--- src/rtl/i2c_cg_pkg.sv ---
package i2c_cg_pkg;
  typedef enum logic [1:0] {
    K_START   = 2'd0,
    K_RESTART = 2'd1,
    K_STOP    = 2'd2
  } cond_e;

  localparam int NUM_REQ = 3;

  // pin pattern {scl_oe, sda_oe} for one phase of a condition
  function automatic logic [1:0] cond_pat(cond_e k, logic [1:0] s);
    logic [1:0] p;
    case (k)
      K_START:   p = (s == 2'd0) ? 2'b01 : 2'b11;
      K_RESTART: begin
        case (s)
          2'd0:    p = 2'b10;
          2'd1:    p = 2'b00;
          2'd2:    p = 2'b01;
          default: p = 2'b11;
        endcase
      end
      default:   p = (s == 2'd0) ? 2'b01 : 2'b00;
    endcase
    return p;
  endfunction

  function automatic logic [1:0] cond_last(cond_e k);
    return (k == K_RESTART) ? 2'd3 : 2'd1;
  endfunction
endpackage

--- src/rtl/i2c_cg_busmon.sv ---
module i2c_cg_busmon #(
  parameter int STAGES = 2
) (
  input  logic clk,
  input  logic rst_n,
  input  logic scl_in,
  input  logic sda_in,
  output logic start_det,
  output logic stop_det
);
  localparam int TOP = STAGES;

  logic [TOP:0] scl_q, sda_q;

  always_ff @(posedge clk) begin
    if (!rst_n) begin
      scl_q <= '1;
      sda_q <= '1;
    end else begin
      scl_q <= {scl_q[TOP-1:0], scl_in};
      sda_q <= {sda_q[TOP-1:0], sda_in};
    end
  end

  // compare newest synchronized sample with the one before
  assign start_det = scl_q[TOP] & scl_q[TOP-1] &  sda_q[TOP] & ~sda_q[TOP-1];
  assign stop_det  = scl_q[TOP] & scl_q[TOP-1] & ~sda_q[TOP] &  sda_q[TOP-1];
endmodule

--- src/rtl/i2c_cg_flag.sv ---
module i2c_cg_flag (
  input  logic clk,
  input  logic rst_n,
  input  logic set_i,
  input  logic clr_i,
  output logic flag_o
);
  always_ff @(posedge clk) begin
    if (!rst_n)      flag_o <= 1'b0;
    else if (set_i)  flag_o <= 1'b1;
    else if (clr_i)  flag_o <= 1'b0;
  end

  AST_FLAG_STICKY: assert property (@(posedge clk) disable iff (!rst_n)
    flag_o && !clr_i |=> flag_o);
  AST_FLAG_SET_WINS: assert property (@(posedge clk) disable iff (!rst_n)
    set_i |=> flag_o);
endmodule

--- src/rtl/i2c_cg_seq.sv ---
module i2c_cg_seq
  import i2c_cg_pkg::*;
#(
  parameter int CNT_W = 8
) (
  input  logic             clk,
  input  logic             rst_n,
  input  logic             wr,
  input  logic [NUM_REQ-1:0] wr_req,
  input  logic             wr_sel,
  input  logic             tick,
  input  logic [CNT_W-1:0] phase_ticks,
  output logic             sel_q,
  output logic [NUM_REQ-1:0] req_q,
  output logic             busy_q,
  output logic [1:0]       pat_oe,
  output logic             done,
  output cond_e            kind_q
);
  localparam logic [CNT_W-1:0] ONE = CNT_W'(1);

  logic [1:0]       step_q;
  logic [CNT_W-1:0] cnt_q;
  logic [1:0]       held_q;
  logic [CNT_W-1:0] lim;
  logic             phase_end;
  logic             advance;
  logic [NUM_REQ-1:0] clr_mask;
  cond_e            pick;

  assign lim       = (phase_ticks == '0) ? ONE : phase_ticks;
  assign phase_end = (cnt_q == lim - ONE);
  assign advance   = busy_q && sel_q && tick;
  assign done      = advance && phase_end && (step_q == cond_last(kind_q));
  assign clr_mask  = done ? (NUM_REQ'(1) << kind_q) : '0;

  always_comb begin
    if (req_q[0])      pick = K_START;
    else if (req_q[1]) pick = K_RESTART;
    else               pick = K_STOP;
  end

  assign pat_oe = busy_q ? cond_pat(kind_q, step_q) : held_q;

  always_ff @(posedge clk) begin
    if (!rst_n) begin
      sel_q  <= 1'b0;
      req_q  <= '0;
      busy_q <= 1'b0;
      kind_q <= K_START;
      step_q <= '0;
      cnt_q  <= '0;
      held_q <= 2'b00;
    end else begin
      if (wr) sel_q <= wr_sel;
      req_q <= (req_q & ~clr_mask) | (wr ? wr_req : '0);
      if (!busy_q) begin
        if (sel_q && (req_q != '0)) begin
          busy_q <= 1'b1;
          kind_q <= pick;
          step_q <= '0;
          cnt_q  <= '0;
        end
      end else if (advance) begin
        if (phase_end) begin
          cnt_q <= '0;
          if (step_q == cond_last(kind_q)) begin
            busy_q <= 1'b0;
            held_q <= cond_pat(kind_q, step_q);
          end else begin
            step_q <= step_q + 2'd1;
          end
        end else begin
          cnt_q <= cnt_q + ONE;
        end
      end
    end
  end

  AST_NO_LAUNCH_UNSELECTED: assert property (@(posedge clk) disable iff (!rst_n)
    !sel_q && !busy_q |=> !busy_q);
  AST_REQ_SELF_CLEAR: assert property (@(posedge clk) disable iff (!rst_n)
    done && !wr |=> (req_q & $past(clr_mask)) == '0);
  AST_BUSY_ENDS_ON_DONE: assert property (@(posedge clk) disable iff (!rst_n)
    $fell(busy_q) |-> $past(done));
  AST_SDA_RELEASE_STOP_ONLY: assert property (@(posedge clk) disable iff (!rst_n)
    busy_q && $fell(pat_oe[0]) && !pat_oe[1] |-> kind_q == K_STOP);
  AST_STALL_FROZEN: assert property (@(posedge clk) disable iff (!rst_n)
    busy_q && !sel_q |=> $stable(step_q) && $stable(cnt_q));
endmodule

--- src/rtl/i2c_cond_gen.sv ---
module i2c_cond_gen
  import i2c_cg_pkg::*;
#(
  parameter int CNT_W       = 8,
  parameter int SYNC_STAGES = 2
) (
  input  logic             clk,
  input  logic             rst_n,
  input  logic             cfg_wr,
  input  logic [2:0]       cfg_req,
  input  logic             cfg_sel,
  input  logic [1:0]       flag_clr,
  input  logic [1:0]       irq_ack,
  input  logic             tick,
  input  logic [CNT_W-1:0] phase_ticks,
  input  logic             shift_scl_oe,
  input  logic             shift_sda_oe,
  input  logic             scl_in,
  input  logic             sda_in,
  output logic             scl_oe,
  output logic             sda_oe,
  output logic             irq_start,
  output logic             irq_stop,
  output logic             busy,
  output logic [2:0]       req_pending,
  output logic             sel_active
);
  logic       sel_q, busy_q, done, start_det, stop_det;
  logic [2:0] req_q;
  logic [1:0] pat_oe, set_v, clr_v, flag_v;
  cond_e      kind_q;

  i2c_cg_seq #(.CNT_W(CNT_W)) u_seq (
    .clk(clk), .rst_n(rst_n), .wr(cfg_wr), .wr_req(cfg_req), .wr_sel(cfg_sel),
    .tick(tick), .phase_ticks(phase_ticks), .sel_q(sel_q), .req_q(req_q),
    .busy_q(busy_q), .pat_oe(pat_oe), .done(done), .kind_q(kind_q)
  );

  i2c_cg_busmon #(.STAGES(SYNC_STAGES)) u_mon (
    .clk(clk), .rst_n(rst_n), .scl_in(scl_in), .sda_in(sda_in),
    .start_det(start_det), .stop_det(stop_det)
  );

  // flag source follows pin ownership
  assign set_v[0] = sel_q ? (done && kind_q != K_STOP) : start_det;
  assign set_v[1] = sel_q ? (done && kind_q == K_STOP) : stop_det;
  assign clr_v    = irq_ack | flag_clr;

  for (genvar g = 0; g < 2; g++) begin : g_flag
    i2c_cg_flag u_flag (
      .clk(clk), .rst_n(rst_n), .set_i(set_v[g]), .clr_i(clr_v[g]), .flag_o(flag_v[g])
    );
  end

  assign scl_oe      = sel_q ? pat_oe[1] : shift_scl_oe;
  assign sda_oe      = sel_q ? pat_oe[0] : shift_sda_oe;
  assign irq_start   = flag_v[0];
  assign irq_stop    = flag_v[1];
  assign busy        = busy_q;
  assign req_pending = req_q;
  assign sel_active  = sel_q;

  AST_SEL_MASKS_DETECT: assert property (@(posedge clk) disable iff (!rst_n)
    sel_q && !irq_start && !(done && kind_q != K_STOP) |=> !irq_start);
endmodule

--- config.mk ---
export PLATFORM = sky130hd
export DESIGN_NAME = i2c_cond_gen
export DESIGN_NICKNAME = d
export VERILOG_FILES = /design/src/rtl/i2c_cg_pkg.sv /design/src/rtl/i2c_cg_busmon.sv /design/src/rtl/i2c_cg_flag.sv /design/src/rtl/i2c_cg_seq.sv /design/src/rtl/i2c_cond_gen.sv
export SDC_FILE = /design/constraint.sdc
export NUM_CORES = 1
export LEC_CHECK = 0
export BUFFER_PORTS_ARGS = -buffer_cell sky130_fd_sc_hd__buf_2
export CORE_ASPECT_RATIO = 0.75
export CORE_MARGIN = 5
export CORE_UTILIZATION = 54
export DETAILED_ROUTE_END_ITERATION = 7
export MAX_ROUTING_LAYER = met4
export PLACE_DENSITY = 0.79
export SYNTH_ARGS = -nofsm -noshare
export SYNTH_HDL_FRONTEND = slang
export SYNTH_SLANG_ARGS = --single-unit
--- constraint.sdc ---
create_clock -name clk -period 3.5 [get_ports clk]
set_clock_uncertainty 0.1 [all_clocks]
set_input_delay 0.7 -clock clk [delete_from_list [all_inputs] [get_ports clk]]
set_output_delay 0.7 -clock clk [all_outputs]
set_load 0.05 [all_outputs]
Yosys cells after proc, flatten, opt, wreduce, memory -nomap -nowiden
Cells that the tools add are included.
W data, S select, Z words.
- $add $sub $neg: 3
- eq/ne operators: 10
- shifts and indexed selects: 1
- multiplexer cells: 33
- bitwise operators: 12
- reductions and logical operators: 18
- operators with widths (operator ; count):
    $mux W8 ; 5
    $mux W2 ; 10
    $mux W1 ; 14
    $add A8 B1 Y8 const B ; 1
    $eq A8 B8 Y1 ; 1
    $logic_not A8 Y1 ; 1
    $ne A2 B2 Y1 const B ; 4
    $reduce_and A4 Y1 ; 2
    $sub A8 B1 Y8 const B ; 1
    $logic_and A1 B1 Y1 ; 7
    $mux W3 ; 2
    $pmux W2 S3 ; 1
    $reduce_bool A2 Y1 ; 3
    $and A1 B1 Y1 ; 5
    $eq A2 B1 Y1 const B ; 2
    $eq A2 B2 Y1 const B ; 2
    $logic_not A2 Y1 ; 2
    $pmux W2 S2 ; 1
    $reduce_and A2 Y1 ; 2
    $and A3 B3 Y3 ; 1
    $not A1 Y1 ; 3
    $not A3 Y3 ; 1
    $or A3 B3 Y3 ; 1
    $reduce_bool A3 Y1 ; 1
    other kinds (4) ; 4
- register bits after elaboration: 27
- output and inout bits: 9

Depth between registers and ports, before layout
- depth after elaboration: 10
- gate-level depth with buffers: 12

Hierarchy
Synthesis repeated with hierarchy kept, for this count alone.
- cell total of the unflattened synthesis: 190
- area, all modules: 1647.8 sq um
- by module, submodules not included (module ; times used ; cells an instance ; area each (sq um) ; sequential area each (sq um)):
    i2c_cg_seq ; 1 ; 160 ; 1317.5 ; 380.4
    i2c_cg_busmon ; 1 ; 14 ; 177.7 ; 120.1
    i2c_cg_flag ; 2 ; 3 ; 41.3 ; 20.0
    i2c_cond_gen ; 1 ; 10 ; 70.1 ; 0.0

Worst setup path before layout
No wires, ideal clock.
- path type: input port to flip-flop
- from: in phase_ticks[3]
- to: reg u_seq.cnt_q[5]
- data arrival time: 2938 ps
- required time: 3271 ps
- slack: 333 ps
- stages: 12
- buffers on the path: 2
- path through: nor4_1 -> a21oi_1 -> ha_1 -> xnor2_1 -> a22o_1 -> a2111oi_0 -> nand3_1 -> or2_1 -> buf_6 -> buf_8 -> a41oi_2 -> o31ai_1
- longest elaborated chain between the ends: 7
- RTL lines (what ; line ; RTL):
    start, declared ; i2c_cond_gen.sv:15 ; input logic [CNT_W-1:0] phase_ticks,
    $logic_not A8 Y1 ; i2c_cg_seq.sv:31 ; assign lim = (phase_ticks == '0) ? ONE : phase_ticks;
    $mux W8 * ; i2c_cg_seq.sv:31 ;
    $sub A8 B1 Y8 * ; i2c_cg_seq.sv:32 ; assign phase_end = (cnt_q == lim - ONE);
    $eq A8 B8 Y1 * ; i2c_cg_seq.sv:32 ;
    $mux W8 * ; i2c_cg_seq.sv:65 ; if (phase_end) begin
    $mux W8 * ; i2c_cg_seq.sv:64 ; end else if (advance) begin
    $mux W8 * ; i2c_cg_seq.sv:57 ; if (!busy_q) begin
    end signal, assigned ; i2c_cg_seq.sv:74 ; cnt_q <= cnt_q + ONE;
    end, declared ; i2c_cg_seq.sv:23 ; logic [CNT_W-1:0] cnt_q;
Every way passes the cells marked *; elsewhere a longest branch is shown, timed or not. The select of a mux whose other input is x is not followed.
A chain may end at the register's enable or synchronous reset.

Final worst setup path
- from: in phase_ticks[3]
- to: reg u_seq.cnt_q[7]
Same word-level chain as after synthesis.

==> impl_summary.md <==
Placement
The congestion estimate from routability-driven global placement came to 0.828. The final HPWL from detailed placement is 2.76 mm. The total cell area at the placement stage is 0.00188 mm².

The placement-stage worst setup slack is -0.0555 ns. Buffers placed on the I/O ports in this run total 32.

Outcome
The run finished with clean final reports.

STA
Headroom to the max-slew limit came out at 71.2%. The post-route minimum period is 3.16 ns. The worst path setup slack after routing is 0.336 ns. The number of hold violations in the final report is 0. The max-slew violation count is 0. Timing would allow up to 316 MHz. Setup violations remaining at the end of the flow were counted as 0. Setup repair after global routing left no endpoint under its margin. For the pin with the worst max-slew slack, the measured transition is 0.431 ns. The final worst-path cycle share is 90.4%. Summed over all failing endpoints, the final setup total negative slack is 0 ns.

Pwr
Per report_power, the combinational group accounts for 17.3% of the total. The leakage power total is 0.773 nW. The power share of the sequential group is 52.2%.

The internal portion of the total power is 439 µW. The peak ir drop on the vdd network is 0.354 mV. Net switching is 29.3% of the power. The net switching power of the design is 182 µW. The clock network accounts for 30.6% of the total power.

The total power per unit cell area is 321 mW/mm². The power consumption is 622 µW.

Clock tree
CTS built an H-tree with a depth of 1. The clock root buffer is sky130_fd_sc_hd__clkbuf_8. The number of buffers inserted during clock tree synthesis is 3. The clock drives 27 sinks.

Post-CTS repair changed the size of 0 cells. The number of buffers inserted to repair setup after CTS is 0. The clock input transition at the sequential cells of the worst setup and hold paths is 0.10 ns. The clock insertion delay at the later pin of the skew report is 0.28 ns. Hold repair after CTS inserted 0 buffers. TritonCTS built the clock tree. The clock passes through at most 2 buffers.

Critical path
The data required time of the critical path is 3.56 ns. The type of the worst setup path is input pin to register. For the worst flop-to-flop path, the logic depth is 8. The startpoint kind of the worst setup timing path is an input pin. The worst-path maximum fanout is 10. The critical path contains buffers and inverters numbering 2 combined.

The startpoint identified for the worst register-to-register timing path is u_seq.cnt_q[5]. The slowest stage of the critical path is the sky130_fd_sc_hd__a2111oi_1 cell. The critical path goes through buf_2, nor4_2, a21oi_1, ha_1, xnor2_1, a22o_1, a2111oi_1, nand3_1, or2_1, buf_4, nand3_4, o311ai_0. The worst register-to-register path ends at u_seq.cnt_q[7].

The kind of end point of the critical path is a register. The cell family with the largest share of critical-path delay is simple AND/OR/NAND/NOR gates. For flop-to-flop paths, the worst setup slack is 1.26 ns. STA puts the critical path data arrival time at 3.22 ns. In this design, the stage delay of the slowest critical-path cell is 0.41 ns.

Yosys
By area the synthesized netlist is led by sky130_fd_sc_hd__dfxtp_1 (33%), sky130_fd_sc_hd__a21oi_1 (4.6%), sky130_fd_sc_hd__nand3_1 (4.6%). The cell count after synthesis is 196. The number of nets handed over by synthesis was 225. The combined area of all synthesized cells is 0.00163 mm². Among all flip-flop cells after synthesis, the most frequent one is sky130_fd_sc_hd__dfxtp_1. The flip-flop and latch count after synthesis is 27. The proportion of synthesized flip-flops having asynchronous set or reset is 0%. The number of distinct library cell variants in the gate-level netlist after synthesis is 47. The number of flops mapped to enable cells by yosys is 0. The synthesis warning total is 0. The share of the synthesized area in the top cell type is 33.1%. In the synthesized netlist, the cells that appear most often are sky130_fd_sc_hd__dfxtp_1 (27), sky130_fd_sc_hd__nor2_1 (18), sky130_fd_sc_hd__nand2_1 (16). In this run the mean area of a mapped cell was 8.33 µm². sky130_fd_sc_hd__dfxtp_1 takes more of the synthesized area than any other cell. Among all cell types in the netlist, the one instantiated most often is sky130_fd_sc_hd__dfxtp_1.

The part of the Yosys area used for sequential elements is 33.1%.

Finish
The number of fillers in the final layout is 247. The net count of the finished layout is 266. The share of cells above drive strength 1 is 25.8%. The core utilization of the finished layout is 66.6%. The number of diodes is 0. After routing the design area is 0.00194 mm². The synthesis-to-layout area growth is 18.8%.

Detailed routing
The wire length after detailed routing is 3.65 mm. For this run, the detailed router's first-pass iteration total came to 4. Using the TritonRoute via totals, the vias-per-cell ratio works out to 5.65. The count of nets left with antenna violations after detail routing is 0.

The number of vias after detailed routing is 1548. The per-cell routed wire length is 13.3 µm. The DRC violation total after the first TritonRoute iteration is 95. For this run, design rule violations remaining after detail routing come to 0.

Floorplanning
Measured along the x axis, the die boundary spans 73.5 µm. 33 I/O pins were placed. The floorplan has 17 rows.

The die covers 0.00423 mm². The initial utilization of the core area, before any placement, comes to 56.0%. The area of the core is 0.00291 mm². The floorplan step set the die height to 57.6 µm.

Global route
Entering global routing, the biggest net connects 22 pins. The initial antenna violation count is 0. The first global-routing pass estimated 6.22 mm of wire. Global routing finished with a remaining overflow of 0. The global-route usage over all layers is 18.7%. The number of global-route vias before repair is 1439.

Hold path
For hold timing, the worst endpoint is u_mon.scl_q[1]. The beginning of the worst hold path is u_mon.scl_q[0]. The depth of the worst hold-timing path is 1. In this run the worst hold path is classified as register to register.

Job
Max-cap violations in this run came to 0.
-- state kept, by name, summed over array words and instances, names as in the netlist, 2 cells and up --
signal                flops
u_mon.sda_q               3
u_seq.held_q              2
u_seq.kind_q              2
g_flag.u_flag.flag_o      2
u_seq.req_q               3
u_mon.scl_q               3
u_seq.cnt_q               8
u_seq.step_q              2
-- power by group through the flow --
| stage | registers, mW | clock network [mW] | logic (mW) |
|---|---|---|---|
| floorplan | 0.341 | 0 | 0.0554 |
| global placement | 0.331 | 0 | 0.105 |
| detailed placement | 0.331 | 0 | 0.106 |
| CTS | 0.324 | 0.192 | 0.107 |
| global route | 0.326 | 0.202 | 0.117 |
| finish | 0.324 | 0.190 | 0.107 |
-- placed cells by master, fill, tap and decap left out, drive strengths merged, types with 2 or more instances in the layout --
cell,instances
a41oi,2
buf,45
nor2b,5
a21oi,15
clkbuf,3
nand2,16
nand4,6
nand3,16
inv,8
o21ai,7
o311ai,2
xnor2,7
xor2,3
and2,2
nor2,18
ha,5
dfxtp,27
nand2b,8
o211ai,4
nor3,5
a32oi,2
o41ai,2
and3,2
or4,2
o31ai,3
or2,3
mux2i,6
-- stage by stage --
step | hold WS, ns | std cells
global route | 0.339 | 274
global placement | 0.288 | 270
finish | 0.314 | 274
detailed placement | 0.291 | 270
floorplan | 0.286 | 196
CTS | 0.315 | 274
-- how the worst max path moves through the flow --
stage | end | cells past startpoint | startpoint | slack, ns
finish | u_seq.cnt_q[7] | 12 | phase_ticks[3] | 0.34
global route | u_seq.cnt_q[7] | 12 | phase_ticks[3] | 0.05
CTS | u_seq.cnt_q[7] | 12 | phase_ticks[3] | 0.22
detailed placement | u_seq.cnt_q[7] | 12 | phase_ticks[3] | -0.06
global placement | u_seq.held_q[0] | 11 | phase_ticks[3] | 0.05
floorplan | u_seq.cnt_q[5] | 12 | phase_ticks[3] | 0.33
-- routing by layer --
metal	up-vias	GRT usage [%]	part of all wire (%)
met1	687	27.4	51
met2	63	27.0	40
met4	0	3.10	0.93
li1	793	-	-
met5	-	-	0
met3	5	3.64	7.2
-- cell families (layout without fill, tap and decap cells) --
kind of cell    after synthesis  in the layout  synth area share (%)
flops                        27             27                  33.1
buf+inv                      16             56                  5.21
fa+ha+maj                     5              5                  3.83
xor+xnor                     10             10                  5.36
compound gates               44             44                  20.4
simple gates                 88             88                  28.4
mux                           6              6                  3.68
-- final cells by class --
| class | count | area, µm² | area share (%) |
|---|---|---|---|
| inverter | 7 | 26.3 | 1.35 |
| clock inverter | 1 | 8.76 | 0.452 |
| clock buffer | 3 | 41.3 | 2.13 |
| tap | 38 | 47.5 | 2.45 |
| multi-input combinational | 153 | 1020 | 52.5 |
| sequential | 27 | 541 | 27.9 |
| timing repair buffer | 45 | 258 | 13.3 |
Note: power is estimated with default switching activity, not from simulation.
